### config.mk
export PLATFORM = sky130hd
export DESIGN_NAME = cal_rtc_regs
export DESIGN_NICKNAME = d
export VERILOG_FILES = /design/src/rtl/cal_rtc_pkg.sv /design/src/rtl/cal_rtc_clock.sv /design/src/rtl/cal_rtc_xfer.sv /design/src/rtl/cal_rtc_regs.sv
export SDC_FILE = /design/constraint.sdc
export NUM_CORES = 1
export LEC_CHECK = 0
export BUFFER_PORTS_ARGS = -buffer_cell sky130_fd_sc_hd__buf_4
export CAP_MARGIN = 20
export CORE_ASPECT_RATIO = 1.2
export CORE_MARGIN = 5
export CORE_UTILIZATION = 56
export CTS_CLUSTER_SIZE = 12
export DETAILED_ROUTE_END_ITERATION = 8
export GPL_ROUTABILITY_DRIVEN = 1
export GPL_TIMING_DRIVEN = 0
export PLACE_DENSITY = 0.77
export SYNTH_ARGS = -nofsm -noshare
export SYNTH_HDL_FRONTEND = slang
export SYNTH_SLANG_ARGS = --single-unit
### constraint.sdc
create_clock -name clk -period 2.3 [get_ports clk]
set_input_delay 0.575 -clock clk [delete_from_list [all_inputs] [get_ports clk]]
set_output_delay 0.575 -clock clk [all_outputs]
set_load 0.02 [all_outputs]
### src/rtl/cal_rtc_pkg.sv
`timescale 1ns/1ps
package cal_rtc_pkg;

    localparam int FIELD_N  = 7;
    localparam int A_MASK   = 0;
    localparam int A_CTRL   = 1;
    localparam int A_UPD    = 2;
    localparam int A_TIME0  = 4;

    typedef struct packed {
        logic [5:0] sec;
        logic [5:0] min;
        logic [4:0] hour;
        logic [6:0] wday;
        logic [3:0] mon;
        logic [6:0] year;
        logic [4:0] date;
    } cal_time_t;

    typedef enum logic [2:0] {
        ST_IDLE,
        ST_WR_WAIT,
        ST_WR_COMMIT,
        ST_RD_WAIT,
        ST_RD_GRAB
    } xfer_state_e;

    // Last day of a month; leap rule is year mod 4 == 0.
    function automatic logic [4:0] month_last_day(input logic [3:0] mon, input logic [6:0] year);
        logic [4:0] d;
        unique case (mon)
            4'd2:                      d = (year[1:0] == 2'd0) ? 5'd29 : 5'd28;
            4'd4, 4'd6, 4'd9, 4'd11:   d = 5'd30;
            default:                   d = 5'd31;
        endcase
        return d;
    endfunction

    // Host hour byte to internal 0..23 hour.
    function automatic logic [4:0] host_to_hour(input logic [7:0] f, input logic mode24);
        logic [4:0] base;
        if (mode24) return f[4:0];
        base = (f[3:0] == 4'd12) ? 5'd0 : {1'b0, f[3:0]};
        return f[6] ? base + 5'd12 : base;
    endfunction

    // Internal 0..23 hour to host hour byte.
    function automatic logic [7:0] hour_to_host(input logic [4:0] h, input logic mode24);
        logic       pm;
        logic [4:0] hh;
        if (mode24) return {3'b000, h};
        pm = (h >= 5'd12);
        hh = pm ? h - 5'd12 : h;
        if (hh == 5'd0) hh = 5'd12;
        return {1'b0, pm, 2'b00, hh[3:0]};
    endfunction

endpackage

### src/rtl/cal_rtc_clock.sv
`timescale 1ns/1ps
module cal_rtc_clock
    import cal_rtc_pkg::*;
#(
    parameter int YEAR_TOP = 99
) (
    input  logic      clk,
    input  logic      rst_n,
    input  logic      tick,
    input  logic      load,
    input  cal_time_t load_val,
    output cal_time_t live,
    output logic      min_pulse
);
    localparam logic [5:0] SEC_TOP  = 6'd59;
    localparam logic [5:0] MIN_TOP  = 6'd59;
    localparam logic [4:0] HOUR_TOP = 5'd23;
    localparam logic [3:0] MON_TOP  = 4'd12;
    localparam logic [6:0] YR_TOP   = 7'(YEAR_TOP);

    cal_time_t live_q, live_d;
    logic      pulse_q;

    always_comb begin
        live_d = live_q;
        if (tick) begin
            if (live_q.sec != SEC_TOP) begin
                live_d.sec = live_q.sec + 6'd1;
            end else begin
                live_d.sec = '0;
                if (live_q.min != MIN_TOP) begin
                    live_d.min = live_q.min + 6'd1;
                end else begin
                    live_d.min = '0;
                    if (live_q.hour != HOUR_TOP) begin
                        live_d.hour = live_q.hour + 5'd1;
                    end else begin
                        live_d.hour = '0;
                        live_d.wday = {live_q.wday[5:0], live_q.wday[6]};
                        if (live_q.date < month_last_day(live_q.mon, live_q.year)) begin
                            live_d.date = live_q.date + 5'd1;
                        end else begin
                            live_d.date = 5'd1;
                            if (live_q.mon < MON_TOP) begin
                                live_d.mon = live_q.mon + 4'd1;
                            end else begin
                                live_d.mon  = 4'd1;
                                live_d.year = (live_q.year >= YR_TOP) ? 7'd0 : live_q.year + 7'd1;
                            end
                        end
                    end
                end
            end
        end
    end

    always_ff @(posedge clk) begin
        if (!rst_n) begin
            live_q  <= '{sec: 6'd0, min: 6'd0, hour: 5'd0, wday: 7'h01,
                         mon: 4'd1, year: 7'd0, date: 5'd1};
            pulse_q <= 1'b0;
        end else if (load) begin
            live_q  <= load_val;
            pulse_q <= 1'b0;
        end else begin
            live_q  <= live_d;
            pulse_q <= tick && (live_q.sec == SEC_TOP);
        end
    end

    assign live      = live_q;
    assign min_pulse = pulse_q;

endmodule

### src/rtl/cal_rtc_xfer.sv
`timescale 1ns/1ps
module cal_rtc_xfer
    import cal_rtc_pkg::*;
#(
    parameter int SETTLE_CYC = 4
) (
    input  logic       clk,
    input  logic       rst_n,
    input  logic       upd_wr,
    input  logic [7:0] upd_data,
    output logic       busy,
    output logic [1:0] pend,
    output logic       load_pulse,
    output logic       grab_pulse,
    output logic       done
);
    localparam int CNT_W = $clog2(SETTLE_CYC + 1);
    localparam logic [CNT_W-1:0] CNT_LAST = CNT_W'(SETTLE_CYC - 1);

    xfer_state_e      state_q, state_d;
    logic [CNT_W-1:0] cnt_q;

    always_comb begin
        state_d = state_q;
        unique case (state_q)
            ST_IDLE: begin
                if (upd_wr && upd_data[0])      state_d = ST_WR_WAIT;
                else if (upd_wr && upd_data[4]) state_d = ST_RD_WAIT;
            end
            ST_WR_WAIT:   if (cnt_q == CNT_LAST) state_d = ST_WR_COMMIT;
            ST_RD_WAIT:   if (cnt_q == CNT_LAST) state_d = ST_RD_GRAB;
            ST_WR_COMMIT: state_d = ST_IDLE;
            ST_RD_GRAB:   state_d = ST_IDLE;
            default:      state_d = ST_IDLE;
        endcase
    end

    always_ff @(posedge clk) begin
        if (!rst_n) begin
            state_q <= ST_IDLE;
            cnt_q   <= '0;
        end else begin
            state_q <= state_d;
            cnt_q   <= (state_d != state_q) ? '0 : cnt_q + CNT_W'(1);
        end
    end

    always_comb begin
        busy       = 1'b1;
        pend       = 2'b00;
        load_pulse = 1'b0;
        grab_pulse = 1'b0;
        done       = 1'b0;
        unique case (state_q)
            ST_IDLE:      busy = 1'b0;
            ST_WR_WAIT:   pend = 2'b01;
            ST_RD_WAIT:   pend = 2'b10;
            ST_WR_COMMIT: begin pend = 2'b01; load_pulse = 1'b1; done = 1'b1; end
            ST_RD_GRAB:   begin pend = 2'b10; grab_pulse = 1'b1; done = 1'b1; end
            default:      busy = 1'b0;
        endcase
    end

endmodule

### src/rtl/cal_rtc_regs.sv
`timescale 1ns/1ps
module cal_rtc_regs
    import cal_rtc_pkg::*;
#(
    parameter int ADDR_W     = 4,
    parameter int SETTLE_CYC = 4,
    parameter int YEAR_TOP   = 99
) (
    input  logic              clk,
    input  logic              rst_n,
    input  logic              tick_1s,
    input  logic              bus_wr,
    input  logic [ADDR_W-1:0] bus_addr,
    input  logic [7:0]        bus_wdata,
    output logic [7:0]        bus_rdata,
    output logic              busy,
    output logic              min_event
);
    localparam int CTRL_W = 2;

    logic [CTRL_W-1:0]         mask_q, ctrl_q;
    logic [FIELD_N-1:0][7:0]   buf_q;
    logic [FIELD_N-1:0][7:0]   snap;
    logic [FIELD_N-1:0]        fld_we;
    logic                      upd_wr, load_w, grab_w, done_w;
    logic [1:0]                pend_w;
    cal_time_t                 live_w, load_val;
    logic                      mode24;

    assign mode24 = ctrl_q[1];
    assign upd_wr = bus_wr && (bus_addr == ADDR_W'(A_UPD));

    for (genvar i = 0; i < FIELD_N; i++) begin : g_fld
        assign fld_we[i] = bus_wr && (bus_addr == ADDR_W'(A_TIME0 + i));
    end

    // Live counters to host byte layout.
    assign snap[0] = {2'b00, live_w.sec};
    assign snap[1] = {2'b00, live_w.min};
    assign snap[2] = hour_to_host(live_w.hour, mode24);
    assign snap[3] = {1'b0, live_w.wday};
    assign snap[4] = {4'b0000, live_w.mon};
    assign snap[5] = {1'b0, live_w.year};
    assign snap[6] = {3'b000, live_w.date};

    // Host byte layout to live counters.
    assign load_val.sec  = buf_q[0][5:0];
    assign load_val.min  = buf_q[1][5:0];
    assign load_val.hour = host_to_hour(buf_q[2], mode24);
    assign load_val.wday = buf_q[3][6:0];
    assign load_val.mon  = buf_q[4][3:0];
    assign load_val.year = buf_q[5][6:0];
    assign load_val.date = buf_q[6][4:0];

    always_ff @(posedge clk) begin
        if (!rst_n) begin
            mask_q <= '0;
            ctrl_q <= CTRL_W'(2'b10);
            buf_q  <= {8'd1, 8'd0, 8'd1, 8'h01, 8'd0, 8'd0, 8'd0};
        end else begin
            if (bus_wr && bus_addr == ADDR_W'(A_MASK)) mask_q <= bus_wdata[CTRL_W-1:0];
            if (bus_wr && bus_addr == ADDR_W'(A_CTRL))
                ctrl_q <= (ctrl_q & ~mask_q) | (bus_wdata[CTRL_W-1:0] & mask_q);
            for (int i = 0; i < FIELD_N; i++) begin
                if (grab_w)         buf_q[i] <= snap[i];
                else if (fld_we[i]) buf_q[i] <= bus_wdata;
            end
        end
    end

    always_comb begin
        bus_rdata = 8'h00;
        if (bus_addr == ADDR_W'(A_MASK))      bus_rdata = {6'd0, mask_q};
        else if (bus_addr == ADDR_W'(A_CTRL)) bus_rdata = {6'd0, ctrl_q};
        else if (bus_addr == ADDR_W'(A_UPD))  bus_rdata = {3'd0, pend_w[1], 3'd0, pend_w[0]};
        else begin
            for (int i = 0; i < FIELD_N; i++)
                if (bus_addr == ADDR_W'(A_TIME0 + i)) bus_rdata = buf_q[i];
        end
    end

    cal_rtc_xfer #(.SETTLE_CYC(SETTLE_CYC)) i_xfer (
        .clk        (clk),
        .rst_n      (rst_n),
        .upd_wr     (upd_wr),
        .upd_data   (bus_wdata),
        .busy       (busy),
        .pend       (pend_w),
        .load_pulse (load_w),
        .grab_pulse (grab_w),
        .done       (done_w)
    );

    cal_rtc_clock #(.YEAR_TOP(YEAR_TOP)) i_clock (
        .clk       (clk),
        .rst_n     (rst_n),
        .tick      (tick_1s),
        .load      (load_w),
        .load_val  (load_val),
        .live      (live_w),
        .min_pulse (min_event)
    );

endmodule

==> results.ini <==
[critical_path]
endpoint=bus_rdata[4]
crit_arrival_ns=1.99
critPathCaptureType=output pin
slowest_stage=a21boi_2
ff2ff_setup_slack_ns=0
crit_path_frequent_cell=buf_6
critPathBufInv=4
start_kind=input port
r2r_end=i_clock.live[6]$_SDFFE_PN0P_
r2r-start=i_clock.live[12]$_SDFFE_PN1P_
cp_slowest_stage_delay_ns=0.21
cp.depth=9
startpoint=bus_addr[3]
critPathKind=in -> out
crit_chain=buf_12, buf_6, buf_6, nand4b_1, a21boi_2, o22ai_1, a21o_1, a32oi_4, buf_6
rr_worst_depth=9
crit_family=compound AO/OA/AOI/OAI gates
path_max_fanout=8
cp.required_ns=1.73

[power_and_ir_drop]
p_leak_nw=2.92
powerDensity_mw_per_mm2=527
irDropWorstVdd_v=0.000320

[clocking]
cts_made_buffers=9
cts.path.max_buffers=2
htree_num_levels=3
cts_hold_buf=0
cts_sinks=107
cts_root_buf=clkbuf_16
cts_tree=yes
clk_latency_ns=0.36
clk_pin_slew_ns=0.07

[run]
max-cap-violations=0

[floorplan]
boundaryPins=26
die_w_um=107
dieArea_sq_mm=0.0136
die_h_um=127
core_sq_mm=0.0111
rows=42
start_util=0.573

[timing]
setup_tns_ns=-1.30
hold_violations=0
grt_setup_unrepaired=yes
max_slew_margin=0.439
period_minus_slack_ns=2.57
drv_slew=0
finClkSkew_ns=0.00810
fmax_mhz=390
tightest_slew_ns=0.841
setup_slack_ns=-0.265
finalCritPeriodShare=1.12
setup_viol=9

[synth]
synth_edf_count=0
syn_area_sq_mm=0.00635
synth_seq_cells=107
yosys_most_used_dff=dfxtp_1
yosysWarnings=0
synth_area_per_cell_sq_um=8.12
synth_seq_area_share=0.337
synth.distinct_cells=83
async_flop_share=0
synth_nets=815
synthCells=782

[finish]
nNetsFinal=859
area_growth_pct=15.6
finalNonFillerCells=985
antennaDiodeCount=0
layout-drive-gt1-share=0.165
postLayoutCoreUtil=0.662

[place]
dp_hpwl_um=15700
gp_congestion=0.985
io_buffers=19
dp_slack_ns=-0.520
dp_cells=955

[detailed_routing]
dr_wl_met2_um=10400
final_antenna_net_count=0
drt-total-wl_um=21700
highest_layer=met4
wl_met1_um=8200
wl_met3_um=1930
vias=6497
drc=0
wl_per_cell_um=22.1
drt_iter0_drc=621
firstDrtPassIters=8
post_drt_via_cell_ratio=6.60

[grt]
grt_max_degree=20
antenna_found_initial=0
track_usage=0.316
grt_pass1_vias=6133
grt-ovfl-total=0
grt_pass1_wl_um=33200

[hold_path]
hold_path_class=reg -> reg
min_path_cells=1

[run_status]
violations=negative setup slack
status=finished with violations

==> synth_stat cells (5+ instances only) <==
cell        n  area (sq um)
nand4_1     5          31.3
o31ai_1     7          52.6
inv_1      16          60.1
dfxtp_1   107          2140
mux2i_1    46           460
nand3_1    27           135
mux2_2      5          56.3
nor3_1     20           100
a21oi_1    40           200
a31oi_1     5          31.3
a222oi_1    5          50.1
clkbuf_1   28           105
nand2_1    84           315
nor2b_1     7          43.8
a211oi_1   36           270
nor2_1    102           383
buf_6       5          56.3
buf_2      18          90.1
a311oi_1   22           193
and3_1      9          56.3
nor4_1      5          31.3
buf_4       5          37.5
o21ai_0    47           235
nand2b_1   10          62.6
o211ai_1    8          60.1
ha_1       17           213
and2_1      6          37.5
==> cell type report <==
class / instances / area (sq um)
multi-input combinational: 597 / 3940
inverter: 17 / 67.6
tap: 154 / 193
sequential: 107 / 2150
fill: 967 / 3750
timing repair buffer: 37 / 334
buffer: 57 / 364
clock buffer: 9 / 225
clock inverter: 7 / 73.8
==> cell families (layout without fill, tap and decap cells) <==
group,count (synthesis),count (layout),share of synthesized area
simple gates,308,308,0.238
compound gates,214,214,0.239
flops,107,107,0.337
buf+inv,78,127,0.0589
mux,52,52,0.0849
fa+ha+maj,17,17,0.0335
xor+xnor,6,6,0.00828
==> cell usage in the layout, fill, tap and decap left out, types with 5 or more instances in the layout <==
cell type	n
and3_1	8
ha_1	16
o21ai_1	10
a222oi_1	5
nor3_1	19
inv_1	14
and2_1	5
buf_4	35
clkbuf_16	10
a31oi_1	5
dfxtp_1	103
o21ai_0	41
nor2_1	101
mux2i_1	46
buf_6	16
a311oi_1	22
nand2_1	84
o31ai_1	7
nand2b_1	10
buf_2	10
nand3_1	26
clkbuf_1	24
a21oi_1	38
a211oi_1	35
o211ai_1	8
nor2b_1	6
nand4_1	5
mux2_2	5
==> sequential cells by signal, summed over array words and instances, names as in the netlist, named ones only <==
signal,flops
i_xfer.state_q,3
buf_q,56
i_clock.live,40
i_xfer.cnt_q,3
mask_q,2
i_clock.min_pulse,1
==> power by group <==
| group | total, mW | internal [mW] | switching [mW] | leakage [nW] |
|---|---|---|---|---|
| Combinational | 0.368 | 0.139 | 0.229 | 1.91 |
| Sequential | 1.89 | 1.87 | 0.0217 | 0.864 |
| Clock | 1.61 | 0.851 | 0.755 | 0.146 |
| Total | 3.87 | 2.86 | 1.01 | 2.92 |
==> worst min path at each step <==
stage | from | to | slack [ns]
final | i_xfer.cnt_q[0]$_SDFF_PP0_ | i_xfer.cnt_q[0]$_SDFF_PP0_ | 0.42
after global routing | i_xfer.cnt_q[0]$_SDFF_PP0_ | i_xfer.cnt_q[0]$_SDFF_PP0_ | 0.45
after CTS | i_xfer.cnt_q[0]$_SDFF_PP0_ | i_xfer.cnt_q[0]$_SDFF_PP0_ | 0.43
after detailed placement | i_xfer.cnt_q[0]$_SDFF_PP0_ | i_xfer.cnt_q[0]$_SDFF_PP0_ | 0.42
after global placement | i_xfer.cnt_q[0]$_SDFF_PP0_ | i_xfer.cnt_q[0]$_SDFF_PP0_ | 0.41
after floorplan | i_xfer.cnt_q[0]$_SDFF_PP0_ | i_xfer.cnt_q[0]$_SDFF_PP0_ | 0.40
==> metrics by stage <==
step	hold slack (ns)	power (mW)	cell area, sq um
2_1_floorplan	0.399	2.13	6380
3_3_place_gp	0.410	2.25	6720
3_5_place_dp	0.420	2.25	6720
4_1_cts	0.431	3.84	7170
5_1_grt	0.454	3.98	7340
6_report	0.423	3.87	7340
==> metal layers <==
layer,vias to the layer above,global-route usage
met5,-,0
met3,80,0.0559
li1,2951,-
met1,3078,0.384
met4,0,0.181
met2,388,0.521
==> repair_timing <==
action	CTS	global route
gates cloned	1	1
setup buffers	10	6
endpoints found under the setup margin	22	23
resized for setup	32	38
pin swaps	12	14
(Power assumes the default switching activity.)
